==> src/rtl/udp_router_pkg.sv <==
package udp_router_pkg;
  typedef enum logic [1:0] {
    ROUTE_CMD   = 2'd0,
    ROUTE_DATA  = 2'd1,
    ROUTE_OTHER = 2'd2
  } route_e;

  typedef enum logic [1:0] {
    ST_COLLECT = 2'd0,
    ST_DECIDE  = 2'd1,
    ST_REPLAY  = 2'd2,
    ST_PASS    = 2'd3
  } state_e;

  localparam int ETH_HDR_BYTES  = 14;
  localparam int IP_HDR_BYTES   = 20;
  localparam int UDP_DPORT_END  = 4;
  localparam int OFS_ETYPE      = 12;
  localparam int OFS_VIHL       = ETH_HDR_BYTES;
  localparam int OFS_TLEN       = ETH_HDR_BYTES + 2;
  localparam int OFS_FRAG       = ETH_HDR_BYTES + 6;
  localparam int OFS_PROTO      = ETH_HDR_BYTES + 9;
  localparam int OFS_DPORT      = ETH_HDR_BYTES + IP_HDR_BYTES + 2;
  localparam int HDR_BYTES      = ETH_HDR_BYTES + IP_HDR_BYTES + UDP_DPORT_END;
  localparam int NUM_ROUTES     = 3;
endpackage

==> src/rtl/hdr_buf.sv <==
module hdr_buf #(
  parameter int DEPTH = udp_router_pkg::HDR_BYTES,
  parameter int AW    = $clog2(DEPTH + 1)
) (
  input  logic                 clk,
  input  logic                 wr_en,
  input  logic [AW-1:0]        wr_idx,
  input  logic [7:0]           wr_data,
  input  logic [AW-1:0]        rd_idx,
  output logic [7:0]           rd_data,
  output logic [DEPTH*8-1:0]   flat
);
  logic [7:0] mem [DEPTH];

  for (genvar g = 0; g < DEPTH; g++) begin : g_entry
    logic hit;
    assign hit = wr_en && (wr_idx == AW'(g));
    always_ff @(posedge clk) begin
      if (hit) mem[g] <= wr_data;
    end
    assign flat[g*8 +: 8] = mem[g];
  end

  always_comb begin
    rd_data = '0;
    for (int i = 0; i < DEPTH; i++) begin
      if (rd_idx == AW'(i)) rd_data = mem[i];
    end
  end
endmodule

==> src/rtl/route_decide.sv <==
module route_decide
  import udp_router_pkg::*;
#(
  parameter int          DEPTH      = HDR_BYTES,
  parameter logic [15:0] CMD_PORT   = 16'd7001,
  parameter logic [15:0] DATA_PORT  = 16'd7002,
  parameter logic [15:0] MIN_IP_LEN = 16'd46,
  parameter logic [15:0] MAX_IP_LEN = 16'd1500
) (
  input  logic [DEPTH*8-1:0] hdr,
  input  logic               hdr_full,
  output route_e             route
);
  logic [15:0] etype, tlen, frag, dport;
  logic [7:0]  vihl, proto;
  logic        is_ipv4, is_udp, no_frag, len_ok, hdr_ok, eligible;

  assign etype = {hdr[OFS_ETYPE*8 +: 8],     hdr[(OFS_ETYPE+1)*8 +: 8]};
  assign tlen  = {hdr[OFS_TLEN*8 +: 8],      hdr[(OFS_TLEN+1)*8 +: 8]};
  assign frag  = {hdr[OFS_FRAG*8 +: 8],      hdr[(OFS_FRAG+1)*8 +: 8]};
  assign dport = {hdr[OFS_DPORT*8 +: 8],     hdr[(OFS_DPORT+1)*8 +: 8]};
  assign vihl  = hdr[OFS_VIHL*8 +: 8];
  assign proto = hdr[OFS_PROTO*8 +: 8];

  assign is_ipv4  = (etype == 16'h0800);
  assign hdr_ok   = (vihl == 8'h45);
  assign is_udp   = (proto == 8'd17);
  assign no_frag  = (frag[13] == 1'b0) && (frag[12:0] == 13'd0);
  assign len_ok   = (tlen >= MIN_IP_LEN) && (tlen <= MAX_IP_LEN);
  assign eligible = hdr_full && is_ipv4 && hdr_ok && is_udp && no_frag && len_ok;

  always_comb begin
    route = ROUTE_OTHER;
    if (eligible && dport == CMD_PORT)       route = ROUTE_CMD;
    else if (eligible && dport == DATA_PORT) route = ROUTE_DATA;
  end
endmodule

==> src/rtl/udp_frame_router.sv <==
module udp_frame_router
  import udp_router_pkg::*;
#(
  parameter logic [15:0] CMD_PORT   = 16'd7001,
  parameter logic [15:0] DATA_PORT  = 16'd7002,
  parameter logic [15:0] MIN_IP_LEN = 16'd46,
  parameter logic [15:0] MAX_IP_LEN = 16'd1500
) (
  input  logic                  clk,
  input  logic                  rst_n,
  input  logic                  in_valid,
  output logic                  in_ready,
  input  logic [7:0]            in_data,
  input  logic                  in_sof,
  input  logic                  in_eof,
  output logic [NUM_ROUTES-1:0] out_valid,
  input  logic [NUM_ROUTES-1:0] out_ready,
  output logic [7:0]            out_data,
  output logic                  out_sof,
  output logic                  out_eof
);
  localparam int AW = $clog2(HDR_BYTES + 1);
  localparam logic [AW-1:0] LAST_HDR = AW'(HDR_BYTES - 1);
  localparam logic [AW-1:0] FULL_HDR = AW'(HDR_BYTES);

  logic [1:0] rst_sync_q;
  logic       rst_n_int;

  always_ff @(posedge clk or negedge rst_n) begin
    if (!rst_n) rst_sync_q <= 2'b00;
    else        rst_sync_q <= {rst_sync_q[0], 1'b1};
  end
  assign rst_n_int = rst_sync_q[1];

  state_e          st_q, st_d;
  route_e          sel_q, sel_d, route_w;
  logic [AW-1:0]   cnt_q, cnt_d, rd_q, rd_d;
  logic            eof_q, eof_d;
  logic            in_hs, out_hs, sel_rdy, buf_wr, replay_last;
  logic [7:0]      buf_rd;
  logic [HDR_BYTES*8-1:0] hdr_flat;

  hdr_buf #(.DEPTH(HDR_BYTES), .AW(AW)) u_buf (
    .clk     (clk),
    .wr_en   (buf_wr),
    .wr_idx  (cnt_q),
    .wr_data (in_data),
    .rd_idx  (rd_q),
    .rd_data (buf_rd),
    .flat    (hdr_flat)
  );

  route_decide #(
    .DEPTH(HDR_BYTES), .CMD_PORT(CMD_PORT), .DATA_PORT(DATA_PORT),
    .MIN_IP_LEN(MIN_IP_LEN), .MAX_IP_LEN(MAX_IP_LEN)
  ) u_decide (
    .hdr      (hdr_flat),
    .hdr_full (cnt_q == FULL_HDR),
    .route    (route_w)
  );

  assign sel_rdy     = out_ready[sel_q];
  assign replay_last = (rd_q == cnt_q - AW'(1));

  // Output and handshake steering
  always_comb begin
    in_ready  = 1'b0;
    out_valid = '0;
    out_data  = buf_rd;
    out_sof   = 1'b0;
    out_eof   = 1'b0;
    unique case (st_q)
      ST_COLLECT: in_ready = 1'b1;
      ST_DECIDE:  in_ready = 1'b0;
      ST_REPLAY: begin
        out_valid[sel_q] = 1'b1;
        out_sof          = (rd_q == '0);
        out_eof          = eof_q && replay_last;
      end
      ST_PASS: begin
        in_ready         = sel_rdy;
        out_valid[sel_q] = in_valid;
        out_data         = in_data;
        out_eof          = in_eof;
      end
      default: in_ready = 1'b0;
    endcase
  end

  assign in_hs  = in_valid && in_ready;
  assign out_hs = |(out_valid & out_ready);
  assign buf_wr = in_hs && (st_q == ST_COLLECT);

  // Next-state logic
  always_comb begin
    st_d  = st_q;
    sel_d = sel_q;
    cnt_d = cnt_q;
    rd_d  = rd_q;
    eof_d = eof_q;
    unique case (st_q)
      ST_COLLECT: begin
        if (in_hs) begin
          cnt_d = cnt_q + AW'(1);
          if (in_eof) begin
            eof_d = 1'b1;
            st_d  = ST_DECIDE;
          end else if (cnt_q == LAST_HDR) begin
            st_d = ST_DECIDE;
          end
        end
      end
      ST_DECIDE: begin
        sel_d = route_w;
        rd_d  = '0;
        st_d  = ST_REPLAY;
      end
      ST_REPLAY: begin
        if (out_hs) begin
          rd_d = rd_q + AW'(1);
          if (replay_last) begin
            if (eof_q) begin
              st_d  = ST_COLLECT;
              cnt_d = '0;
              eof_d = 1'b0;
            end else begin
              st_d = ST_PASS;
            end
          end
        end
      end
      ST_PASS: begin
        if (in_hs && in_eof) begin
          st_d  = ST_COLLECT;
          cnt_d = '0;
        end
      end
      default: st_d = ST_COLLECT;
    endcase
  end

  // State registers
  always_ff @(posedge clk or negedge rst_n_int) begin
    if (!rst_n_int) begin
      st_q  <= ST_COLLECT;
      sel_q <= ROUTE_OTHER;
      cnt_q <= '0;
      rd_q  <= '0;
      eof_q <= 1'b0;
    end else begin
      st_q  <= st_d;
      sel_q <= sel_d;
      cnt_q <= cnt_d;
      rd_q  <= rd_d;
      eof_q <= eof_d;
    end
  end

  // Assertions
  assert_single_dest_R1: assert property (@(posedge clk) disable iff (!rst_n_int)
    $onehot0(out_valid));

  assert_hold_route_R11: assert property (@(posedge clk) disable iff (!rst_n_int)
    (st_q != ST_DECIDE) |=> $stable(sel_q));

  assert_no_input_while_replay_R9: assert property (@(posedge clk) disable iff (!rst_n_int)
    (st_q == ST_DECIDE || st_q == ST_REPLAY) |-> !in_ready);

  assert_pass_forward_R7: assert property (@(posedge clk) disable iff (!rst_n_int)
    (st_q == ST_PASS && in_hs) |-> (out_hs && out_data == in_data && out_eof == in_eof));

  assert_no_overflow_R8: assert property (@(posedge clk) disable iff (!rst_n_int)
    cnt_q <= FULL_HDR);

  assert_silent_collect_R10: assert property (@(posedge clk) disable iff (!rst_n_int)
    (st_q == ST_COLLECT) |-> (out_valid == '0));
endmodule

==> config.mk <==
export PLATFORM = sky130hd
export DESIGN_NAME = udp_frame_router
export DESIGN_NICKNAME = d
export VERILOG_FILES = /design/src/rtl/udp_router_pkg.sv /design/src/rtl/hdr_buf.sv /design/src/rtl/route_decide.sv /design/src/rtl/udp_frame_router.sv
export SDC_FILE = /design/constraint.sdc
export NUM_CORES = 1
export LEC_CHECK = 0
export CAP_MARGIN = 20
export CORE_ASPECT_RATIO = 0.7
export CORE_UTILIZATION = 30
export CTS_BUF_LIST = sky130_fd_sc_hd__clkbuf_8
export DETAILED_ROUTE_END_ITERATION = 16
export PLACE_DENSITY_LB_ADDON = 0.05
export SKIP_CTS_REPAIR_TIMING = 1
export SYNTH_ARGS = -nofsm -noshare
export SYNTH_HDL_FRONTEND = slang
export SYNTH_SLANG_ARGS = --single-unit
==> constraint.sdc <==
create_clock -name clk -period 3.8 [get_ports clk]
set_clock_uncertainty 0.1 [all_clocks]
set_input_delay 0.76 -clock clk [delete_from_list [all_inputs] [get_ports clk]]
set_output_delay 0.76 -clock clk [all_outputs]
set_load 0.01 [all_outputs]
After elaboration in Yosys (flattened, before gate mapping)
Memory sizes are Yosys's and may differ from the RTL's. Index checks and enable logic that the tools add are counted. W data, S select, Z words.

$add $sub $neg: 3. Multiply operators: 0. Divide/modulo/power cells: 0. Order comparisons: 4. Equal/unequal tests: 91. Shift operators: 0. Multiplexer cells: 257. Bitwise gates (word level): 3. Reduce and logical (&&, ||, !) cells: 101.

Operators with widths (number): $mux W8 (76); $reduce_or A8 Y1 (37); $mux W6 (43); $eq A6 B5 Y1 const B (32); $mux W1 (120); $eq A6 B4 Y1 const B (16); $eq A6 B6 Y1 const B (13); $logic_and A1 B1 Y1 (52); $eq A6 B3 Y1 const B (8); $eq A16 B13 Y1 const B (2); $eq A6 B2 Y1 const B (4); $mux W2 (9); $pmux W6 S3 (1); $eq A16 B12 Y1 const B (1); $ge A16 B6 Y1 const B (1); $le A16 B11 Y1 const B (1); $logic_not A13 Y1 (1); $add A6 B1 Y6 const B (2); $eq A6 B1 Y1 const B (2); $logic_not A6 Y1 (2); $ne A2 B2 Y1 const B (6); $pmux W6 S2 (1); $reduce_and A5 Y1 (2); $eq A8 B5 Y1 const B (1); other kinds (21) (26).

Register bits after elaboration: 19. Bits in latches: 0. Memory bits (writable): 304. ROM bits: 0. Output and inout port bits: 14. Word-level logic and storage cells: 466. Memories kept: 1.

Memories: u_buf.mem (words 38, width 8, read ports 38, clocked after Yosys merged registers in 0, wr ports 1, RTL line hdr_buf.sv:13) `logic [7:0] mem [DEPTH];`.

Longest topological paths before layout
Depth in word-level cells: 46. Depth in mapped cells: 11.

Hierarchy
A second synthesis with hierarchy kept.

Cells, all modules: 1171. Area, all modules: 15183.3 sq um.

By module, submodules not included: hdr_buf (instances 1, cells each 970, area each 13401.6 sq um); udp_frame_router (instances 1, cells each 162, area each 1500.2 sq um); route_decide (instances 1, cells each 39, area each 281.5 sq um).

Least setup slack after synthesis
OpenSTA, ideal clock, no wires.

Kind: register -> output. From: reg rd_q[0]. To: out out_data[2]. Data arrival time: 2.583 ns. Required time: 2.940 ns. Setup slack: 0.357 ns. Stages on the path, launching flop included: 12. Buffers on the path: 2. Path through: dfrtp_1 > inv_1 > ha_1 > buf_2 > nor2b_1 > buf_2 > nor4_1 > nor3_1 > a21oi_1 > o41ai_1 > a31oi_1 > o41ai_1.

Word-level cells in the longest chain between the ends: 40. Elaborated cells between the ends (all ways): 77. Those cells by class: 37 x eq/ne; 39 x mux; 1 x reduce/logical.

RTL lines: start, declared (RTL line udp_frame_router.sv:37) `logic [AW-1:0] cnt_q, cnt_d, rd_q, rd_d;`; start signal, assigned (RTL line udp_frame_router.sv:154) `rd_q <= rd_d;`; $logic_not A6 Y1 (RTL line hdr_buf.sv:27) `if (rd_idx == AW'(i)) rd_data = mem[i];`; $mux W8 (37 in a row) (RTL line hdr_buf.sv:27); $mux W8 (*) (RTL line hdr_buf.sv:27); $mux W8 (*) (RTL line udp_frame_router.sv:72) `unique case (st_q)`; end, declared (RTL line udp_frame_router.sv:18) `output logic [7:0] out_data,`.

Mark *: on every way between the ends. The rest lies on a longest branch, timed or not.

Worst setup path in the final report
From: reg rd_q[0]. To: out out_data[4].

Same word-level chain as after synthesis.

==> impl_metrics.tcl <==
set metrics [dict create \
    syn2layout_area_growth_pct 36.70 \
    clkLatencyLatePin_ns 0.62 \
    maxCapViolCount 0 \
    violations "negative setup slack" \
    synth.top_cell.area_share 0.6211 \
    grt_usage 0.2571 \
    ys_warn_count 0 \
    antenna_cells 0 \
    core-area_um2 48120 \
    final_area_um2 20090 \
    yosys-top-cells-area "edfxtp_1, nor2_1, dfrtp_1" \
    grt_pass1_vias 11990 \
    syn-cell-area_um2 14700 \
    die_h_um 187.2 \
    p_leak_nw 7.359 \
    wl_per_cell_um 28.36 \
    rsz0062_at_grt "true" \
    synthCells 1185 \
    design.portCount 30 \
    min_path_type "primary input to async pin" \
    cts_buffers 52 \
    synth_edf_count 304 \
    timing.rr.start "rd_q[2]$_DFFE_PN0P_" \
    fmax_mhz 223.9 \
    cp.arrival_ns 3.61 \
    start_util 0.3055 \
    fin_hold_ws_ns 0.2129 \
    reg2reg_slack_ns 0.97 \
    root_buffer "clkbuf_8" \
    hpwl_mm 47.59 \
    vias_per_cell 5.456 \
    min_period_ns 4.467 \
    dpl_cell_area_um2 18300 \
    powerDensity_nw_per_um2 528.1 \
    setup_violations 8 \
    dp.cells 2179 \
    fin_crit_sh 1.175 \
    overflow 0 \
    grt_first_pass_wirelength_mm 90.18 \
    htreeDepth 2 \
    yosys.area.top_type "edfxtp_1" \
    row_count 67 \
    routed_wl_mm 64.98 \
    cts_sinks 323 \
    synthesis.area_per_instance_um2 12.40 \
    required_ns 2.94 \
    p_total_mw 10.61 \
    antenna_found_initial 1 \
    synth.net_count 1214 \
    path_clk_slew_ns 0.06 \
    critPathCaptureType "output pin" \
    fin_ws_ns -0.6665 \
    final_common_cell "buf_4" \
    fin_cells 2291 \
    die_width_um 266.6 \
    firstDrtPassIters 5 \
    seq_area_um2 9608 \
    layout_common_cells "buf_4, edfxtp_1, nor2_1, nand2_1" \
    slew_headroom 0.3711 \
    grt_start_max_net_pins 39 \
    drt_iter0_drc 1315 \
    finalSetupTns_ns -4.199 \
    nets 1627 \
    drc_errors 0 \
    cts_tree "yes" \
    r2r-end "cnt_q[5]$_DFFE_PN0P_" \
    worstSetupPathType "flop to output pin" \
    tightest_slew_ns 0.9361 \
    vdd_drop_max_mv 0.3573 \
    postLayoutCoreUtil 0.4175 \
    fillers 4666 \
    cp_max_fo 7 \
    max-clock-path-buffers 3 \
    synth-seq-cells 323 \
    outcome "complete, but fails checks" \
    drive_above_1_share 0.3502 \
    synthFlopType "edfxtp_1" \
    gp_routability_congestion 0.9506 \
    port_buffers 28 \
    ys_seq_area_frac 0.6535 \
    vias 12500 \
    final_max_slew_viol_count 0 \
    multi_input_area_um2 5351 \
    dp_slack_ns -0.7116 \
    rr_worst_depth 11 \
    async_flop_share 0.05882 \
    die-area_um2 49900 \
    synth_cell_types 80 \
    ant_nets 0 \
    finalHoldViolations 0 \
    critPathLaunchType "flop" \
]
critical path, stage by stage, from the launching register on:
cell and delay, ns:
dfrtp_2 0.45, buf_6 0.14, ha_4 0.17, buf_6 0.13, nor3b_4 0.15, buf_4 0.13, nand2_2 0.07, buf_4 0.18
o221a_2 0.25, nand4_1 0.19, or4_1 0.56, a21o_1 0.21, a31oi_1 0.21, buf_2 0.17
power breakdown:
part,internal [mW],switching [mW],total [mW]
logic,1.48,1.93,3.40
clock network,1.63,1.46,3.09
registers,4.00,0.118,4.12
registers in the layout (all words and copies together), names as in the netlist:
register    count
u_buf.mem     304
cnt_q           6
rd_q            6
rst_sync_q      2
sel_q           2
st_q            2
eof_q           1
cells in the mapped netlist (5+ instances only):
| cell | n |
|---|---|
| ha_1 | 13 |
| o22ai_1 | 22 |
| o211a_1 | 5 |
| nor4_1 | 18 |
| nand2b_1 | 8 |
| a31oi_1 | 14 |
| or3_1 | 12 |
| dfrtp_1 | 18 |
| clkbuf_1 | 26 |
| and2_1 | 10 |
| edfxtp_1 | 304 |
| a22oi_1 | 8 |
| and3_1 | 5 |
| nand2_1 | 107 |
| a211o_1 | 10 |
| o211ai_1 | 14 |
| nand3_1 | 53 |
| o21ai_0 | 38 |
| nor3_1 | 42 |
| nand4_1 | 14 |
| nor2b_1 | 17 |
| a211oi_1 | 18 |
| nor3b_1 | 7 |
| a2111oi_0 | 6 |
| nor4b_1 | 8 |
| xnor2_1 | 7 |
| inv_1 | 17 |
| nor2_1 | 140 |
| o31ai_1 | 12 |
| a221oi_1 | 30 |
| a21oi_1 | 42 |
| nand3b_1 | 8 |
| o221ai_1 | 17 |
| buf_2 | 13 |
| o2111ai_1 | 12 |
how the worst max path moves through the flow:
stage	to	start	slack (ns)
after global routing	out_data[0]	rd_q[0]$_DFFE_PN0P_	-0.76
after CTS	out_data[2]	rd_q[1]$_DFFE_PN0P_	-1.39
after global placement	out_data[2]	rd_q[1]$_DFFE_PN0P_	-0.73
after floorplan	out_data[2]	rd_q[0]$_DFFE_PN0P_	0.36
final	out_data[4]	rd_q[0]$_DFFE_PN0P_	-0.67
after detailed placement	out_data[2]	rd_q[1]$_DFFE_PN0P_	-0.71
cells by family after synthesis:
| logic type | after synthesis | share of synthesized area |
|---|---|---|
| flops | 323 | 0.6535 |
| buf+inv | 65 | 0.02077 |
| xor+xnor | 11 | 0.006555 |
| other cells | 1 | 0.0002551 |
| mux | 2 | 0.001447 |
| simple gates | 476 | 0.1603 |
| fa+ha+maj | 13 | 0.01107 |
| compound gates | 294 | 0.1461 |
routing by layer:
layer / wire length (um) / track usage
met4: 1054 / 0.04907
met2: 24850 / 0.3307
met3: 6039 / 0.08031
met1: 33040 / 0.4112
met5: 0 / 0
layout make-up:
class,instances,share of cell area
clock buffers,53,0.03631
clock inverters,39,0.01470
inverters,17,0.003176
multi-input cells,797,0.2663
well taps,655,0.04079
repair buffers,407,0.1605
flip-flops and latches,323,0.4782
No activity file was read; power rests on OpenSTA's default activity.
